==> src/rtl/rx_fifo_trig.sv <==
module rx_fifo_trig #(
  parameter int DEPTH     = 16,
  parameter int TRIG_01   = 4,
  parameter int TRIG_10   = 8,
  parameter int TRIG_11   = 14,
  parameter int TMO_CHARS = 4
) (
  input  logic       clk,
  input  logic       rst_n,
  input  logic       fifo_en,
  input  logic [1:0] trig_sel,
  input  logic       rx_flush,
  input  logic       push,
  input  logic [7:0] push_data,
  input  logic       push_perr,
  input  logic       push_ferr,
  input  logic       push_brk,
  input  logic       pop,
  input  logic       lsr_read,
  input  logic       char_tick,
  output logic [7:0] head_data,
  output logic       head_perr,
  output logic       head_ferr,
  output logic       head_brk,
  output logic [4:0] fill_cnt,
  output logic       trig_req,
  output logic       tmo_req,
  output logic       err_any,
  output logic       overrun
);
  localparam int AW = $clog2(DEPTH);
  localparam int CW = AW + 1;
  localparam int IW = $clog2(TMO_CHARS + 1);

  logic [10:0]   mem [DEPTH];
  logic [AW-1:0] wr_ptr, rd_ptr;
  logic [CW-1:0] cnt, err_cnt, thr;
  logic [IW-1:0] idle;
  logic          en_q, err_q, ovr_q;

  wire           flush    = rx_flush | (fifo_en ^ en_q);
  wire [CW-1:0]  cap      = fifo_en ? CW'(DEPTH) : CW'(1);
  wire           pop_ok   = pop & (cnt != '0);
  wire           push_ok  = push & ((cnt < cap) | pop_ok);
  wire [10:0]    head     = mem[rd_ptr];
  wire           head_err = |head[10:8];
  wire           in_err   = push_perr | push_ferr | push_brk;
  wire [CW-1:0]  err_nxt  = err_cnt + CW'(push_ok & in_err) - CW'(pop_ok & head_err);

  always_comb begin
    thr = CW'(1);
    if (fifo_en)
      case (trig_sel)
        2'b01:   thr = CW'(TRIG_01);
        2'b10:   thr = CW'(TRIG_10);
        2'b11:   thr = CW'(TRIG_11);
        default: thr = CW'(1);
      endcase
  end

  always_ff @(posedge clk)
    if (push_ok && !flush) mem[wr_ptr] <= {push_brk, push_ferr, push_perr, push_data};

  always_ff @(posedge clk) begin
    if (!rst_n) begin
      wr_ptr <= '0; rd_ptr <= '0; cnt <= '0; err_cnt <= '0;
      idle <= '0; en_q <= 1'b0; err_q <= 1'b0; ovr_q <= 1'b0;
    end else begin
      en_q <= fifo_en;
      if (flush) begin
        wr_ptr <= '0; rd_ptr <= '0; cnt <= '0; err_cnt <= '0;
        idle <= '0; err_q <= 1'b0; ovr_q <= 1'b0;
      end else begin
        if (push_ok) wr_ptr <= wr_ptr + 1'b1;
        if (pop_ok)  rd_ptr <= rd_ptr + 1'b1;
        cnt     <= cnt + CW'(push_ok) - CW'(pop_ok);
        err_cnt <= err_nxt;
        ovr_q   <= push & ~push_ok;
        if (cnt == '0 || push_ok || pop_ok)                 idle <= '0;
        else if (char_tick && idle != IW'(TMO_CHARS))      idle <= idle + 1'b1;
        if (err_nxt == '0)             err_q <= 1'b0;
        else if (push_ok && in_err)    err_q <= 1'b1;
        else if (lsr_read)             err_q <= 1'b0;
      end
    end
  end

  assign {head_brk, head_ferr, head_perr, head_data} = head;
  assign fill_cnt = 5'(cnt);
  assign trig_req = cnt >= thr;
  assign tmo_req  = fifo_en & (idle == IW'(TMO_CHARS));
  assign err_any  = err_q;
  assign overrun  = ovr_q;
endmodule

==> config.mk <==
export PLATFORM = sky130hd
export DESIGN_NAME = rx_fifo_trig
export DESIGN_NICKNAME = d
export VERILOG_FILES = /design/src/rtl/rx_fifo_trig.sv
export SDC_FILE = /design/constraint.sdc
export NUM_CORES = 1
export LEC_CHECK = 0
export BUFFER_PORTS_ARGS = -buffer_cell sky130_fd_sc_hd__buf_2
export CAP_MARGIN = 20
export CORE_MARGIN = 1.5
export CORE_UTILIZATION = 57
export DETAILED_ROUTE_END_ITERATION = 8
export PLACE_DENSITY = 0.75
export SETUP_SLACK_MARGIN = 0.2
export SLEW_MARGIN = 0
export SYNTH_ARGS = -nofsm -noshare
export SYNTH_HDL_FRONTEND = slang
export SYNTH_SLANG_ARGS = --single-unit
==> constraint.sdc <==
create_clock -name clk -period 5.3 [get_ports clk]
set_input_delay 1.06 -clock clk [delete_from_list [all_inputs] [get_ports clk]]
set_output_delay 1.06 -clock clk [all_outputs]
set_load 0.005 [all_outputs]
# After elaboration in Yosys (flattened, before gate mapping)

Memory sizes are Yosys's and may differ from the RTL's. A register that Yosys moved wholly into a read port is not among the register bits.
Index checks and enable logic that the tools add are counted.

Flip-flop bits (word level): 24
RAM bits: 176
Input port bits: 21
Logic and storage cells: 59
Memories: 1

$add $sub $neg: 7
Magnitude comparators: 2
Eq/ne operators: 5
Muxes and demuxes: 9
Bitwise operators: 13
Reductions and logical operators: 14

Memory list:

| name | depth | bits a word | rd ports | clocked after Yosys merged registers in | wr ports | RTL line | text |
|---|---|---|---|---|---|---|---|
| mem  | 16    | 11          | 1        | 1                                       | 1        | 35       | `logic [10:0] mem [DEPTH];` |

Operators with widths:

| kind                                           | number |
|---|---|
| two-way mux 4 bit                              | 3 |
| case mux 4 bit (3 select lines)                | 1 |
| adder 5 x 1 -> 5 bit                           | 2 |
| zero test 5 bit                                | 2 |
| subtractor 5 x 1 -> 5 bit                      | 2 |
| OR reduction 3 bit                             | 3 |
| adder 4 x 1 -> 4 bit (second input constant)   | 2 |
| bitwise AND 1 bit                              | 6 |
| >= comparator 5 bit                            | 1 |
| less-than comparator 5 bit                     | 1 |
| two-way mux 5 bit                              | 1 |
| nonzero test 5 bit                             | 1 |
| == test 2 bit (second input constant)          | 2 |
| two-way mux 1 bit                              | 4 |
| bitwise OR 1 bit                               | 4 |
| adder 3 x 1 -> 3 bit (second input constant)   | 1 |
| == test 3 bit (second input constant)          | 1 |
| logical AND 1 bit                              | 3 |
| != test 3 bit (second input constant)          | 1 |
| == test 2 x 1 -> 1 bit (second input constant) | 1 |
| logical OR 1 bit                               | 2 |
| inverter 1 bit                                 | 2 |
| nonzero test 2 bit                             | 1 |
| OR reduction 2 bit                             | 1 |
| 2 further kinds                                | 2 |

# Longest topological paths before layout

Word-level depth: 9
Gate-level depth with buffers: 17
Gate-level depth less buffers: 16

# Worst setup path after synthesis

No wires, ideal clock.

Path type: input-to-reg
From: input fifo_en
To: register err_q (netlist: err_any)
Library setup time: 91 ps
Data arrival time: 3686 ps
Required time: 5209 ps
Path slack: 1523 ps
Cell stages on the path: 17
Path buffers: 1
Path through: buf_2 inv_1 ha_1 inv_1 a31oi_1 o21a_1 or3_1 ha_1 inv_1 ha_1 inv_1 fa_1 inv_1 a21o_1 a21oi_1 xnor2_1 a311oi_1

Cells in the longest elaborated chain, start to end: 9
Elaborated cells on any way between the ends: 14

RTL lines:

| element                      | RTL line | text |
|---|---|---|
| from (decl)                  | 10       | `input logic fifo_en,` |
| two-way mux 5 bit            | 42       | `wire [CW-1:0] cap = fifo_en ? CW'(DEPTH) : CW'(1);` |
| less-than comparator 5 bit   | 44       | `wire push_ok = push & ((cnt < cap) \| pop_ok);` |
| bitwise OR 1 bit             | 44       |  |
| bitwise AND 1 bit            | 44       |  |
| bitwise AND 1 bit            | 48       | `wire [CW-1:0] err_nxt = err_cnt + CW'(push_ok & in_err) - CW'(pop_ok & head_err);` |
| adder 5 x 1 -> 5 bit         | 48       |  |
| subtractor 5 x 1 -> 5 bit    | 48       |  |
| zero test 5 bit              | 81       | `if (err_nxt == '0) err_q <= 1'b0;` |
| OR reduction 3 bit (no line) | --       |  |
| to (signal assigned)         | 81       |  |
| to (signal assigned)         | 82       | `else if (push_ok && in_err) err_q <= 1'b1;` |
| to (signal assigned)         | 83       | `else if (lsr_read) err_q <= 1'b0;` |
| to (decl)                    | 39       | `logic en_q, err_q, ovr_q;` |

Parallel ways exist; a longest one is shown, timed or not.
A chain may end at the register's enable or synchronous reset.

==> impl_metrics.py <==
metrics = {
    "clock_tree": {
        "h-tree-depth": 1,
        "post_cts_resized": 0,
        "cts_made_buffers": 21,
        "cts_setup_buffers": 0,
        "ctsHoldBuffers": 0,
        "ctsRootBufferMaster": "clkbuf_16",
        "clock-sinks": 204,
        "cts.clk_slew.worst_paths_ns": 0.06,
        "clk_latency_ns": 0.48,
        "clock_path_buffers": 3,
        "tritoncts": "built",
    },
    "cells_and_area": {
        "n_antenna_cell": 0,
        "design_area_um2": 9430,
        "final_core_utilization": 0.669,
        "register_area_um2": 5850,
        "n_fill_cell": 934,
        "syn2layout_area_growth_pct": 13.1,
        "drive_above_1_share": 0.282,
        "final_cells": 712,
        "multi_input_area_um2": 2330,
        "fin_nets": 565,
    },
    "floorplanning": {
        "initial_core_util": 0.591,
        "top_level_ports": 41,
        "die_x_um": 124,
        "row_count": 43,
        "die-area_um2": 15300,
        "dieHeight_um": 124,
        "core_area_um2": 14100,
    },
    "setup_path": {
        "crit_family": "adder cells",
        "worst-path-buf-inv": 4,
        "cp_common_cell": "inv_1",
        "crit_type": "reg -> reg",
        "path_depth": 16,
        "rr_worst_depth": 16,
        "regToRegSetupSlack_ns": 1.20,
        "worstPathCellList": "buf_4 > mux4_2 > a22oi_1 > nand3_1 > nor3_1 > nor2_1 > ha_1 > inv_1 > ha_1 > inv_1 > fa_1 > inv_1 > a21o_1 > a21oi_1 > xnor2_1 > a311oi_1",
        "slowest_stage": "dfxtp_2",
        "worstPathArrival_ns": 4.48,
        "crit_required_ns": 5.68,
        "cp_max_fo": 16,
        "end_kind": "flip-flop",
        "max_stage_delay_ns": 0.70,
        "startpoint_type": "flip-flop",
    },
    "yosys": {
        "synth_common_cells": "edfxtp_1, mux4_2, nor2_1",
        "synth_nets": 504,
        "syn_avg_cell_area_um2": 18.2,
        "ys_seq_area_frac": 0.702,
        "yosys.cell_types.count": 45,
        "synth_cells": 457,
        "synth_edf_count": 176,
        "ys.flop_type": "edfxtp_1",
        "synthesis.area_um2": 8330,
        "synth-warning-count": 0,
        "ys_seq_elements": 204,
        "synth-async-reset-ratio": 0,
        "synth_top_cell_by_area": "edfxtp_1",
        "yosys.area.top_type_share": 0.634,
        "synthTopCellsByArea": "edfxtp_1, mux4_2, dfxtp_1",
        "yosysMostFrequentCell": "edfxtp_1",
    },
    "global_route": {
        "grt_pass1_wl_mm": 25.2,
        "grt_usage": 0.229,
        "grt_pass1_vias": 4339,
        "grt_max_degree": 27,
        "antenna_found_initial": 0,
        "overflow": 0,
    },
    "routing": {
        "wl_per_cell_um": 23.1,
        "ant_nets": 0,
        "via_per_inst": 5.89,
        "dr.pass1.iters": 4,
        "vias": 4191,
        "wl_mm": 16.4,
        "drtIter0Drc": 347,
        "drc": 0,
    },
    "sta": {
        "relSlewSlack": 0.318,
        "drv_slew": 0,
        "hold_ws_ns": 0.494,
        "hold_violations": 0,
        "worst_clock_skew_ns": 0.00527,
        "setup_viol": 0,
        "fmaxAchievable_mhz": 244,
        "period_needed_ns": 4.10,
        "final.setup.tns_ns": 0,
        "tightest_slew_ns": 1.02,
        "fin_crit_sh": 0.774,
        "rsz0062_at_grt": "no",
    },
    "placed_design": {
        "place_inst": 675,
        "port_buffers": 40,
        "place_area_um2": 8800,
        "gp_congestion": 0.771,
        "hpwlAfterDp_mm": 9.85,
    },
    "power": {
        "peakVddDrop_uv": 259,
        "p_per_area_nw_per_um2": 339,
        "static-leakage-power_uw": 0.00310,
    },
    "worst_hold_path": {
        "hold_path_class": "reg -> reg",
        "worstHoldPathCells": 2,
    },
    "outcome": {
        "status": "finished clean",
    },
    "run": {
        "cap_viol_max_count": 0,
    },
}
## where the power goes
group | switching [uW] | internal, uW | total, uW
clock network | 571 | 780 | 1350
logic | 56.4 | 36.3 | 92.7
registers | 3.40 | 1750 | 1750
total | 631 | 2560 | 3190
## state kept, by name (all words and copies together), names as in the netlist, named ones only
name	flops
idle	3
rd_ptr	4
mem	176
err_any	1
wr_ptr	4
overrun	1
err_cnt	5
en_q	1
fill_cnt	5
## worst paths after layout
path	from	to
worst max register to register	flip-flop	err_any
worst max-delay path	flip-flop	err_any
worst min-delay path	rd_ptr[1]	flip-flop
worst min register to register	rd_ptr[1]	flip-flop
## tightest hold or removal path: cells and delay by family (launching register included)
kind / cells / cell delay (ns)
AOI/OAI and AO/OA: 1 / 0.07
DFF: 1 / 0.32
and+or+nand+nor: 1 / 0.06
## layout make-up
class | instances | share of cell area
clock buffers | 27 | 0.0581
clock inverters | 10 | 0.00823
inverters | 23 | 0.00916
multi-input cells | 213 | 0.247
flip-flops and latches | 204 | 0.620
well taps | 180 | 0.0239
repair buffers | 55 | 0.0332
## logic make-up after synthesis
logic type / count (synthesis) / share of synthesized area
adders and majority gates: 26 / 0.0409
muxes: 54 / 0.144
xor gates and xnor gates: 13 / 0.0146
buffers and inverters: 40 / 0.0222
DFF: 204 / 0.702
and+or+nand+nor: 92 / 0.0547
AOI/OAI and AO/OA: 28 / 0.0215
## stage by stage
stage                     power [uW]  setup slack (ns)
after floorplan                 1840              1.52
after global placement          1870              1.35
after detailed placement        1880              1.21
after CTS                       3220              1.15
after global routing            3290             0.887
final                           3190              1.20
## cells in the final DEF (no fill, tap or decap), types with 4 or more instances in the layout
cell type	Yosys	routed
nor2_1	30	30
clkinv_1	1	4
ha_1	24	24
and3_1	4	4
buf_4	3	15
edfxtp_1	176	176
nand3_1	15	15
nor3_1	12	8
clkbuf_16	0	21
clkbuf_1	7	6
nor3_2	0	4
nor2b_1	11	8
nand2_1	10	10
inv_1	21	21
a21oi_1	9	9
buf_2	4	40
dfxtp_1	28	26
mux4_2	53	53
clkinv_2	0	4
xnor2_1	7	7
xor2_1	5	5
## per-layer routing
metal,GRT usage,vias to the layer above,wire length (um)
met5,0,-,0
met4,0.0554,0,236
met3,0.0430,21,1380
met2,0.395,150,8370
met1,0.305,2107,6420
li1,-,1913,-
No activity file was read; power rests on OpenSTA's default activity.
